--- src/rtl/calalm_pkg.sv ---
package calalm_pkg;

   localparam int NUM_FIELDS = 4;

   // register addresses; field order minute, hour, day, weekday
   localparam int ADDR_CTRL     = 1;
   localparam int ADDR_ALM_BASE = 9;

   localparam int FLAG_BIT = 3;
   localparam int IE_BIT   = 1;

   // number of value bits of each field
   function automatic int field_width(input int idx);
      case (idx)
         0:       return 7;
         1:       return 6;
         2:       return 6;
         default: return 3;
      endcase
   endfunction

endpackage

--- src/rtl/calalm_field_cmp.sv ---
module calalm_field_cmp #(
   parameter int REG_W   = 8,
   parameter int VAL_W   = 7,
   parameter int DIS_BIT = 7
) (
   input  logic [REG_W-1:0] alarm_i,
   input  logic [REG_W-1:0] now_i,
   output logic             en_o,
   output logic             hit_o
);

   localparam logic [REG_W-1:0] VAL_MASK = REG_W'((1 << VAL_W) - 1);

   if (VAL_W > DIS_BIT || DIS_BIT >= REG_W) begin : g_bad_width
      $error("calalm_field_cmp: value field overlaps disable bit");
   end

   assign en_o  = ~alarm_i[DIS_BIT];
   assign hit_o = ((alarm_i ^ now_i) & VAL_MASK) == '0;

endmodule

--- src/rtl/calalm_regs.sv ---
module calalm_regs
   import calalm_pkg::*;
#(
   parameter int REG_W   = 8,
   parameter int ADDR_W  = 4,
   parameter int DIS_BIT = 7
) (
   input  logic                             clk,
   input  logic                             rst_n,
   input  logic                             we_i,
   input  logic [ADDR_W-1:0]                addr_i,
   input  logic [REG_W-1:0]                 wdata_i,
   input  logic                             flag_i,
   output logic [NUM_FIELDS-1:0][REG_W-1:0] alm_o,
   output logic                             ie_o,
   output logic                             clr_o,
   output logic [REG_W-1:0]                 rdata_o
);

   localparam logic [REG_W-1:0] ALM_RST = REG_W'(1) << DIS_BIT;

   if ((ADDR_ALM_BASE + NUM_FIELDS) > (1 << ADDR_W)) begin : g_bad_addr
      $error("calalm_regs: address width too small for register map");
   end

   logic ctrl_sel;
   assign ctrl_sel = we_i && (addr_i == ADDR_W'(ADDR_CTRL));
   assign clr_o    = ctrl_sel && !wdata_i[FLAG_BIT];

   for (genvar g = 0; g < NUM_FIELDS; g++) begin : g_alm
      logic sel;
      assign sel = we_i && (addr_i == ADDR_W'(ADDR_ALM_BASE + g));
      always_ff @(posedge clk or negedge rst_n) begin
         if (!rst_n)   alm_o[g] <= ALM_RST;
         else if (sel) alm_o[g] <= wdata_i;
      end
   end

   always_ff @(posedge clk or negedge rst_n) begin
      if (!rst_n)        ie_o <= 1'b0;
      else if (ctrl_sel) ie_o <= wdata_i[IE_BIT];
   end

   always_comb begin
      rdata_o = '0;
      if (addr_i == ADDR_W'(ADDR_CTRL)) begin
         rdata_o[FLAG_BIT] = flag_i;
         rdata_o[IE_BIT]   = ie_o;
      end
      for (int i = 0; i < NUM_FIELDS; i++) begin
         if (addr_i == ADDR_W'(ADDR_ALM_BASE + i)) rdata_o = alm_o[i];
      end
   end

endmodule

--- src/rtl/calalm_flag.sv ---
module calalm_flag (
   input  logic clk,
   input  logic rst_n,
   input  logic tick_i,
   input  logic match_i,
   input  logic clr_i,
   output logic flag_o
);

   logic last_q;
   logic set_ev;

   assign set_ev = tick_i && match_i && !last_q;

   always_ff @(posedge clk or negedge rst_n) begin
      if (!rst_n)      last_q <= 1'b0;
      else if (tick_i) last_q <= match_i;
   end

   always_ff @(posedge clk or negedge rst_n) begin
      if (!rst_n)      flag_o <= 1'b0;
      else if (set_ev) flag_o <= 1'b1;
      else if (clr_i)  flag_o <= 1'b0;
   end


   flag_rise_on_entry_chk: assert property (@(posedge clk) disable iff (!rst_n)
      $rose(flag_o) |-> $past(tick_i && match_i && !last_q));


   no_reset_in_window_chk: assert property (@(posedge clk) disable iff (!rst_n)
      (tick_i && match_i && last_q && !clr_i) |=> $stable(flag_o));


   clear_takes_effect_chk: assert property (@(posedge clk) disable iff (!rst_n)
      (clr_i && !(tick_i && match_i && !last_q)) |=> !flag_o);


   set_beats_clear_chk: assert property (@(posedge clk) disable iff (!rst_n)
      (clr_i && tick_i && match_i && !last_q) |=> flag_o);

endmodule

--- src/rtl/cal_alarm_match.sv ---
module cal_alarm_match
   import calalm_pkg::*;
#(
   parameter int REG_W   = 8,
   parameter int ADDR_W  = 4,
   parameter int DIS_BIT = 7
) (
   input  logic              clk,
   input  logic              rst_n,
   input  logic              tick_1hz,
   input  logic [REG_W-1:0]  now_min,
   input  logic [REG_W-1:0]  now_hour,
   input  logic [REG_W-1:0]  now_mday,
   input  logic [REG_W-1:0]  now_wday,
   input  logic              reg_we,
   input  logic [ADDR_W-1:0] reg_addr,
   input  logic [REG_W-1:0]  reg_wdata,
   output logic [REG_W-1:0]  reg_rdata,
   output logic              alarm_irq_n
);

   logic [NUM_FIELDS-1:0][REG_W-1:0] now_vec;
   logic [NUM_FIELDS-1:0][REG_W-1:0] alm_vec;
   logic [NUM_FIELDS-1:0]            en_v;
   logic [NUM_FIELDS-1:0]            hit_v;
   logic                             match;
   logic                             ie;
   logic                             clr;
   logic                             flag_q;

   assign now_vec = {now_wday, now_mday, now_hour, now_min};

   for (genvar g = 0; g < NUM_FIELDS; g++) begin : g_cmp
      calalm_field_cmp #(
         .REG_W  (REG_W),
         .VAL_W  (field_width(g)),
         .DIS_BIT(DIS_BIT)
      ) u_cmp (
         .alarm_i(alm_vec[g]),
         .now_i  (now_vec[g]),
         .en_o   (en_v[g]),
         .hit_o  (hit_v[g])
      );
   end

   assign match = (|en_v) && (&(hit_v | ~en_v));

   calalm_regs #(
      .REG_W  (REG_W),
      .ADDR_W (ADDR_W),
      .DIS_BIT(DIS_BIT)
   ) u_regs (
      .clk    (clk),
      .rst_n  (rst_n),
      .we_i   (reg_we),
      .addr_i (reg_addr),
      .wdata_i(reg_wdata),
      .flag_i (flag_q),
      .alm_o  (alm_vec),
      .ie_o   (ie),
      .clr_o  (clr),
      .rdata_o(reg_rdata)
   );

   calalm_flag u_flag (
      .clk    (clk),
      .rst_n  (rst_n),
      .tick_i (tick_1hz),
      .match_i(match),
      .clr_i  (clr),
      .flag_o (flag_q)
   );

   assign alarm_irq_n = ~(flag_q & ie);


   no_alarm_all_masked_chk: assert property (@(posedge clk) disable iff (!rst_n)
      $rose(flag_q) |-> $past(|en_v));


   irq_needs_enable_chk: assert property (@(posedge clk) disable iff (!rst_n)
      (!ie) |-> alarm_irq_n);

endmodule

--- config.mk ---
export PLATFORM = sky130hd
export DESIGN_NAME = cal_alarm_match
export DESIGN_NICKNAME = d
export VERILOG_FILES = /design/src/rtl/calalm_pkg.sv /design/src/rtl/calalm_field_cmp.sv /design/src/rtl/calalm_regs.sv /design/src/rtl/calalm_flag.sv /design/src/rtl/cal_alarm_match.sv
export SDC_FILE = /design/constraint.sdc
export NUM_CORES = 1
export LEC_CHECK = 0
export ABC_CLOCK_PERIOD_IN_PS = 2100
export CAP_MARGIN = 10
export CORE_ASPECT_RATIO = 0.9
export CORE_MARGIN = 5
export CORE_UTILIZATION = 35
export CTS_CLUSTER_DIAMETER = 200
export DETAILED_ROUTE_END_ITERATION = 6
export PLACE_DENSITY = 0.67
export SLEW_MARGIN = 10
export SYNTH_ARGS = -nofsm -noshare
export SYNTH_HDL_FRONTEND = slang
export SYNTH_SLANG_ARGS = --single-unit
--- constraint.sdc ---
create_clock -name clk -period 2.1 [get_ports clk]
set_input_delay 0.21 -clock clk [delete_from_list [all_inputs] [get_ports clk]]
set_output_delay 0.21 -clock clk [all_outputs]
set_load 0.02 [all_outputs]
### After elaboration in Yosys (flattened, before gate mapping)

Cells that the tools add are included.
Widths: inputs -> output; s select.

* flip-flop bits (word level): 35
* output and inout bits: 9
* word-level logic and storage cells: 50
* bits of input ports: 48

* equal/unequal tests: 5
* bitwise logic cells: 12
* multiplexer cells: 8
* reduce and logical (&&, ||, !) cells: 18

Operators with widths (count)
* $logic_not 8->1: 4
* $mux 8: 4
* $eq 4x4->1 const B: 4
* $xor 6x6->6: 2
* $logic_and 1x1->1: 9
* $xor 7x7->7: 1
* $not 1->1: 5
* $eq 4x1->1 const B: 1
* $mux 1: 4
* $not 4->4: 1
* $or 4x4->4: 1
* $reduce_and 4->1: 1
* $reduce_or 4->1: 1
* $xor 3x3->3: 1
* $logic_not 1->1: 2
* $reduce_bool 2->1: 1
* $and 1x1->1: 1

### Depth between registers and ports, before layout

Gate-level depths: netlist of the first run.

* depth in word-level cells: 8
* mapped depth: 6
* mapped depth without buffers: 5

### By module

A second synthesis of the first run with hierarchy kept.

* cell total of the unflattened synthesis: 172
* area total of the unflattened synthesis: 1969.4 µm²

Modules (own cells, without submodules)
* calalm_regs: cells each 123, area each 1579.0 µm², seq. area each 830.8 µm², instances 1
* calalm_field_cmp at g_cmp[1].u_cmp ...: cells each 9, area each 72.6 µm², seq. area each 0.0 µm², instances 2
* calalm_field_cmp at g_cmp[0].u_cmp: cells each 10, area each 83.8 µm², seq. area each 0.0 µm², instances 1
* calalm_flag: cells each 7, area each 78.8 µm², seq. area each 50.0 µm², instances 1
* cal_alarm_match: cells each 9, area each 42.5 µm², seq. area each 0.0 µm², instances 1
* calalm_field_cmp at g_cmp[3].u_cmp: cells each 5, area each 40.0 µm², seq. area each 0.0 µm², instances 1

### Worst setup path after synthesis of the first run

Ideal clock, no wire load.

* kind: register to register
* start: register u_regs.alm_o[6] in the netlist's numbering
* end: register u_flag.flag_o
* clock period less this slack: 1442 ps
* cell stages (with the launch flop): 6
* required time: 2036 ps
* buffers on the path: 0
* arrival: 1378 ps
* path slack: 658 ps
* setup time: 64 ps
* cells stage by stage: dfrtp_1 > xor2_1 > nor4_1 > a41oi_1 > nor4_2 > a22o_2

* longest elaborated chain between the ends: 8
* elaborated cells on any way between the ends: 9
* classes of those cells: mux (1); bitwise (2); reduce/logical (6)

Ends and longest elaborated chain
* start: declaration: line calalm_regs.sv:14 `output logic [NUM_FIELDS-1:0][REG_W-1:0] alm_o,`
* start signal: indexed assignment: line calalm_regs.sv:35 `else if (sel) alm_o[g] <= wdata_i;`
* $xor 7x7->7 (*): line calalm_field_cmp.sv:19 `assign hit_o = ((alarm_i ^ now_i) & VAL_MASK) == '0;`
* $logic_not 8->1 (*): line calalm_field_cmp.sv:19
* $or 4x4->4 (*): line cal_alarm_match.sv:46 `assign match = (|en_v) && (&(hit_v | ~en_v));`
* $reduce_and 4->1 (*): line cal_alarm_match.sv:46
* $logic_and 1x1->1 (*): line cal_alarm_match.sv:46
* $logic_and 1x1->1 (*) (2 in a row): line calalm_flag.sv:13 `assign set_ev = tick_i && match_i && !last_q;`
* $mux 1 or $reduce_bool 2->1 (tied branches)
* end signal: assignment: line calalm_flag.sv:21 `if (!rst_n) flag_o <= 1'b0;`
* end signal: assignment: line calalm_flag.sv:22 `else if (set_ev) flag_o <= 1'b1;`
* end signal: assignment: line calalm_flag.sv:23 `else if (clr_i) flag_o <= 1'b0;`
* end: declaration: line calalm_flag.sv:7 `output logic flag_o`

Every way passes the cells marked *; elsewhere a longest branch is shown, timed or not.
A chain may end at the register's enable or synchronous reset.

### Final worst setup path of the first run

* start: input port reg_addr[0]
* end: output port reg_rdata[4]

* longest elaborated chain between the ends: 5
* elaborated cells on any way between the ends: 8
* classes of those cells: eq/ne (4); mux (4)

Ends and longest elaborated chain
* start: declaration: line cal_alarm_match.sv:16 `input logic [ADDR_W-1:0] reg_addr,`
* $eq 4x4->1: line calalm_regs.sv:51 `if (addr_i == ADDR_W'(ADDR_ALM_BASE + i)) rdata_o = alm_o[i];`
* $mux 8 (3 in a row): line calalm_regs.sv:51
* $mux 8 (*): line calalm_regs.sv:51
* end: declaration: line cal_alarm_match.sv:18 `output logic [REG_W-1:0] reg_rdata,`

Marked as above.

==> results of run 1 <==
## metal layers
| metal | track usage, % | vias to the layer above | wire (um) |
|---|---|---|---|
| met2 | 21.4 | 34 | 2240 |
| met3 | 3.35 | 11 | 246 |
| met1 | 20.2 | 724 | 2380 |
| met5 | 0 | - | 0 |
| met4 | 5.80 | 0 | 101 |
| li1 | - | 741 | - |
## what timing repair did
| action | CTS | global route |
|---|---|---|
| endpoints found under the setup margin | 8 | 6 |
| hold buffers | 0 | 0 |
| pin swaps | 0 | 0 |
| hold endpoints to repair | 0 | 0 |
| resized for setup | 10 | 9 |
| setup buffers | 0 | 0 |
## stage by stage
stage / setup slack [ns] / power [mW] / instance area (sq um)
floorplan: 0.658 / 1.33 / 1970
global placement: -0.257 / 1.58 / 2620
detailed placement: -0.239 / 1.59 / 2620
CTS: 0.00631 / 2.06 / 2700
global route: 0.0102 / 2.15 / 2690
finish: 0.0653 / 2.03 / 2690
## state kept, by name, summed over array words and instances, names as in the netlist
register / count
u_flag.flag_o: 1
u_regs.ie_o: 1
u_flag.last_q: 1
u_regs.alm_o: 32
## power groups by stage
stage               clock, mW  sequential [mW]  combinational (mW)
floorplan                   0            0.955               0.377
global placement            0             1.00               0.578
detailed placement          0             1.00               0.589
CTS                     0.479            0.993               0.583
global route            0.504             1.01               0.631
finish                  0.462            0.990               0.576
## final timing paths
kind / from / end / slack, ns / cells after the start
setup / recovery: reg_addr[0] / reg_rdata[4] / 0.07 / 7
hold / removal: rst_n / u_flag.flag_o$_DFFE_PN0P_ / 0.34 / 2
setup reg to reg: u_regs.alm_o[11]$_DFFE_PN0P_ / u_flag.flag_o$_DFFE_PN0P_ / 0.34 / 5
hold reg to reg: u_regs.alm_o[14]$_DFFE_PN0P_ / u_regs.alm_o[14]$_DFFE_PN0P_ / 0.51 / 1
max in group asynchronous: rst_n / u_regs.alm_o[15]$_DFFE_PN1P_ / 1.42 / 2
min in group clk: u_regs.alm_o[14]$_DFFE_PN0P_ / u_regs.alm_o[14]$_DFFE_PN0P_ / 0.51 / 1
## cell usage after synthesis (2+ instances only)
| cell | instances | area [sq um] |
|---|---|---|
| sky130_fd_sc_hd__a21oi_1 | 2 | 10.0 |
| sky130_fd_sc_hd__a22oi_1 | 6 | 45.0 |
| sky130_fd_sc_hd__a31oi_1 | 3 | 18.8 |
| sky130_fd_sc_hd__and2_1 | 6 | 37.5 |
| sky130_fd_sc_hd__clkbuf_1 | 2 | 7.51 |
| sky130_fd_sc_hd__dfrtp_1 | 31 | 776 |
| sky130_fd_sc_hd__dfstp_2 | 4 | 105 |
| sky130_fd_sc_hd__inv_1 | 2 | 7.51 |
| sky130_fd_sc_hd__mux2_2 | 39 | 439 |
| sky130_fd_sc_hd__mux2i_1 | 4 | 40.0 |
| sky130_fd_sc_hd__nand2_1 | 4 | 15.0 |
| sky130_fd_sc_hd__nand3_1 | 6 | 30.0 |
| sky130_fd_sc_hd__nor2_1 | 5 | 18.8 |
| sky130_fd_sc_hd__nor4_1 | 4 | 25.0 |
| sky130_fd_sc_hd__o21ai_0 | 7 | 35.0 |
| sky130_fd_sc_hd__o22ai_1 | 2 | 12.5 |
| sky130_fd_sc_hd__xnor2_1 | 7 | 61.3 |
| sky130_fd_sc_hd__xor2_1 | 15 | 131 |
## logic make-up after synthesis
kind of cell              after synthesis  synth area share, %
buffers and inverters                   7                 1.97
DFF                                    35                 44.8
xor gates and xnor gates               22                 9.80
AOI/OAI and AO/OA                      23                 7.51
muxes                                  43                 24.4
and+or+nand+nor                        36                 11.5
## layout make-up
| class | count | share of cell area [%] |
|---|---|---|
| tap | 67 | 3.12 |
| inverter | 2 | 0.279 |
| clock inverter | 1 | 0.186 |
| clock buffer | 7 | 2.84 |
| timing repair buffer | 65 | 21.9 |
| sequential | 35 | 32.7 |
| multi-input combinational | 124 | 38.9 |
==> flow_results.org, run 1 <==
** Status
- The flow ran to the end, and the final reports show no timing, DRC or antenna violations.

** STA
- Final hold analysis gives a worst-case slack of 0.336 ns.
- Worst slew slack as a fraction of its limit :: 70.6%
- Static timing analysis puts the maximum clock frequency at 491 MHz.
- Setup repair after global routing left no endpoint under its margin.
- Final worst path period share :: 96.9%
- The number of hold violations in the final report is 0.
- Clock skew on the completed layout was measured at 0.00454 ns.
- Setup violations remaining at the end of the flow were counted as 0.
- Sum of negative setup slack :: 0 ns
- Tmin final :: 2.03 ns
- For the pin with the worst max-slew slack, the measured transition is 0.441 ns.
- Max-slew violation count :: 0

** CTS
- Clock transition at path regs :: 0.07 ns
- Clock buffers created by TritonCTS :: 5
- Sinks on Clock Net :: 35
- Clock tree from TritonCTS :: done
- Cell at the root of the clock tree :: sky130_fd_sc_hd__clkbuf_8
- Clock latency at the later pin of the worst-skew pair :: 0.28 ns
- No sink is reached through more buffers than the 2 on the longest clock path.
- CTS built an H-tree with a depth of 2.

** Drt
- DRT antenna net count :: 0
- The routed design has 4970 um of wire.
- Residual DRC :: 0
- Pre-Repair DR Iteration Count :: 4
- The detailed router finished its first iteration with 36 violations.
- Avg WL per Cell :: 16.5 um
- Routed vias/inst :: 5.02
- Via count :: 1510

** Synthesis
- Post-synthesis cell type count :: 35
- Sequential fraction of the synthesis area :: 44.8%
- After synthesis, the mean cell area works out to 11.8 sq um.
- Synthesis produced a netlist with a net count of 214.
- After synthesis the netlist holds a flip-flop and latch count of 35.
- The most used flip-flop cell after synthesis is sky130_fd_sc_hd__dfrtp_1.
- In this run the cell area of the synthesized design comes to 1970 sq um.
- Share of synthesized registers carrying an async set or reset :: 100%
- The cell count after synthesis came out at 166.
- Total number of yosys warnings :: 0
- Number of enable flip-flop cells after synthesis :: 0

** GRT
- Entering global routing, the biggest net connects 36 pins.
- Global routing used 14.4% of the available tracks across all layers.
- Number of antenna violations at the first check in global routing :: 0
- The first global-routing pass estimated 7760 um of wire.
- Via count of the first global-routing pass :: 1546
- Leftover overflow at the end of global routing :: 0

** Setup path
- The number of buffers and inverters on the critical path is 3.
- Critical path, cell by cell :: clkdlybuf4s50_1 > buf_6 > mux2_2 > a22oi_1 > o21ai_0 > and2_1 > clkdlybuf4s15_1
- Slowest cell on crit path :: sky130_fd_sc_hd__clkdlybuf4s50_1
- Startpoint type of the worst setup path :: input pin
- WS Path Type :: input pin to primary output
- At the worst endpoint, the arrival time is 1.82 ns.
- Kind of end point of the critical path :: primary output
- Data on the critical path is required at its endpoint by 1.89 ns.
- Family with the most delay on the worst path :: buffers and inverters
- Crit path max fanout :: 9
- Largest stage delay on the critical path :: 0.47 ns

** Power
- Registers are responsible for 48.8% of the overall power.
- Pwr Density :: 754 nW/um^2
- In this run the power spent charging and discharging nets is 0.598 mW.
- IR analysis of the VDD net gives a maximum drop of 0.000319 V.
- Internal power consumption :: 1.43 mW
- Relative contribution of combinational cells to total power :: 28.4%
- For this design the static power due to leakage is 1.15 nW.
- Net switching is 29.5% of the power.
- Of the total power, the clock network draws 22.8%.

** Layout
- Proportion of layout cells with a drive suffix above 1 :: 34.2%
- The number of antenna diodes in the final layout is 0.
- Number of nets in the final layout :: 281
- Final standard cell count with taps included and fillers excluded :: 301
- The library cell used most frequently in the layout, excluding fill and tap cells, is sky130_fd_sc_hd__mux2_2.
- Top library cells by usage in the layout, fill and taps aside :: 39 x sky130_fd_sc_hd__mux2_2, 38 x sky130_fd_sc_hd__clkdlybuf4s50_1, 31 x sky130_fd_sc_hd__dfrtp_1
- After filler insertion, the fill cell instance count of the layout stands at 488.
- From synthesis to final layout, the design area changed by 36.9%.
- Summing all multi-input logic gate instances after layout gives 1050 sq um.
- Area used by sequential logic in the layout :: 881 sq um
- Final standard cell utilization of the core :: 50.3%

** Placement
- HPWL Detailed :: 3880 um
- Routability-driven placement finished with a final weighted congestion of 0.801.
- Quantity of I/O buffers inserted on ports :: 46
- In this run, placement finished with an instance count of 293.

** Floorplan
- Die Footprint :: 7220 sq um
- The core region is 5350 sq um.
- Ports placed on the boundary :: 57
- From left edge to right edge, the die measures 89.0 um.
- Number of rows created at floorplan :: 25
- Once the floorplan was initialized, standard cells occupied 36.7% of the core.
- The die is 81.1 um tall.

** Min path
- In this run the worst hold path is classified as input pin to asynchronous set/reset pin.

** Flow run
- Across the run, the number of max-cap violations was 0.
(Power assumes the default switching activity.)
==> inputs of run 2 (changes only) <==
--- a/config.mk
+++ b/config.mk
@@ -6,7 +6,6 @@
 export NUM_CORES = 1
 export LEC_CHECK = 0
 export ABC_CLOCK_PERIOD_IN_PS = 2100
-export CAP_MARGIN = 10
 export CORE_ASPECT_RATIO = 0.9
 export CORE_MARGIN = 5
 export CORE_UTILIZATION = 35
==> results of run 2 <==
The final DEF is identical to that of run 1; final timing and power are the same.
==> inputs of run 3 (changes only) <==
--- a/config.mk
+++ b/config.mk
@@ -6,13 +6,14 @@
 export NUM_CORES = 1
 export LEC_CHECK = 0
 export ABC_CLOCK_PERIOD_IN_PS = 2100
+export CAP_MARGIN = 20
 export CORE_ASPECT_RATIO = 0.9
 export CORE_MARGIN = 5
 export CORE_UTILIZATION = 35
 export CTS_CLUSTER_DIAMETER = 200
 export DETAILED_ROUTE_END_ITERATION = 6
 export PLACE_DENSITY = 0.67
-export SLEW_MARGIN = 10
+export SLEW_MARGIN = 20
 export SYNTH_ARGS = -nofsm -noshare
 export SYNTH_HDL_FRONTEND = slang
 export SYNTH_SLANG_ARGS = --single-unit
==> results of run 3 <==
The final DEF is identical to that of run 1; final timing and power are the same.
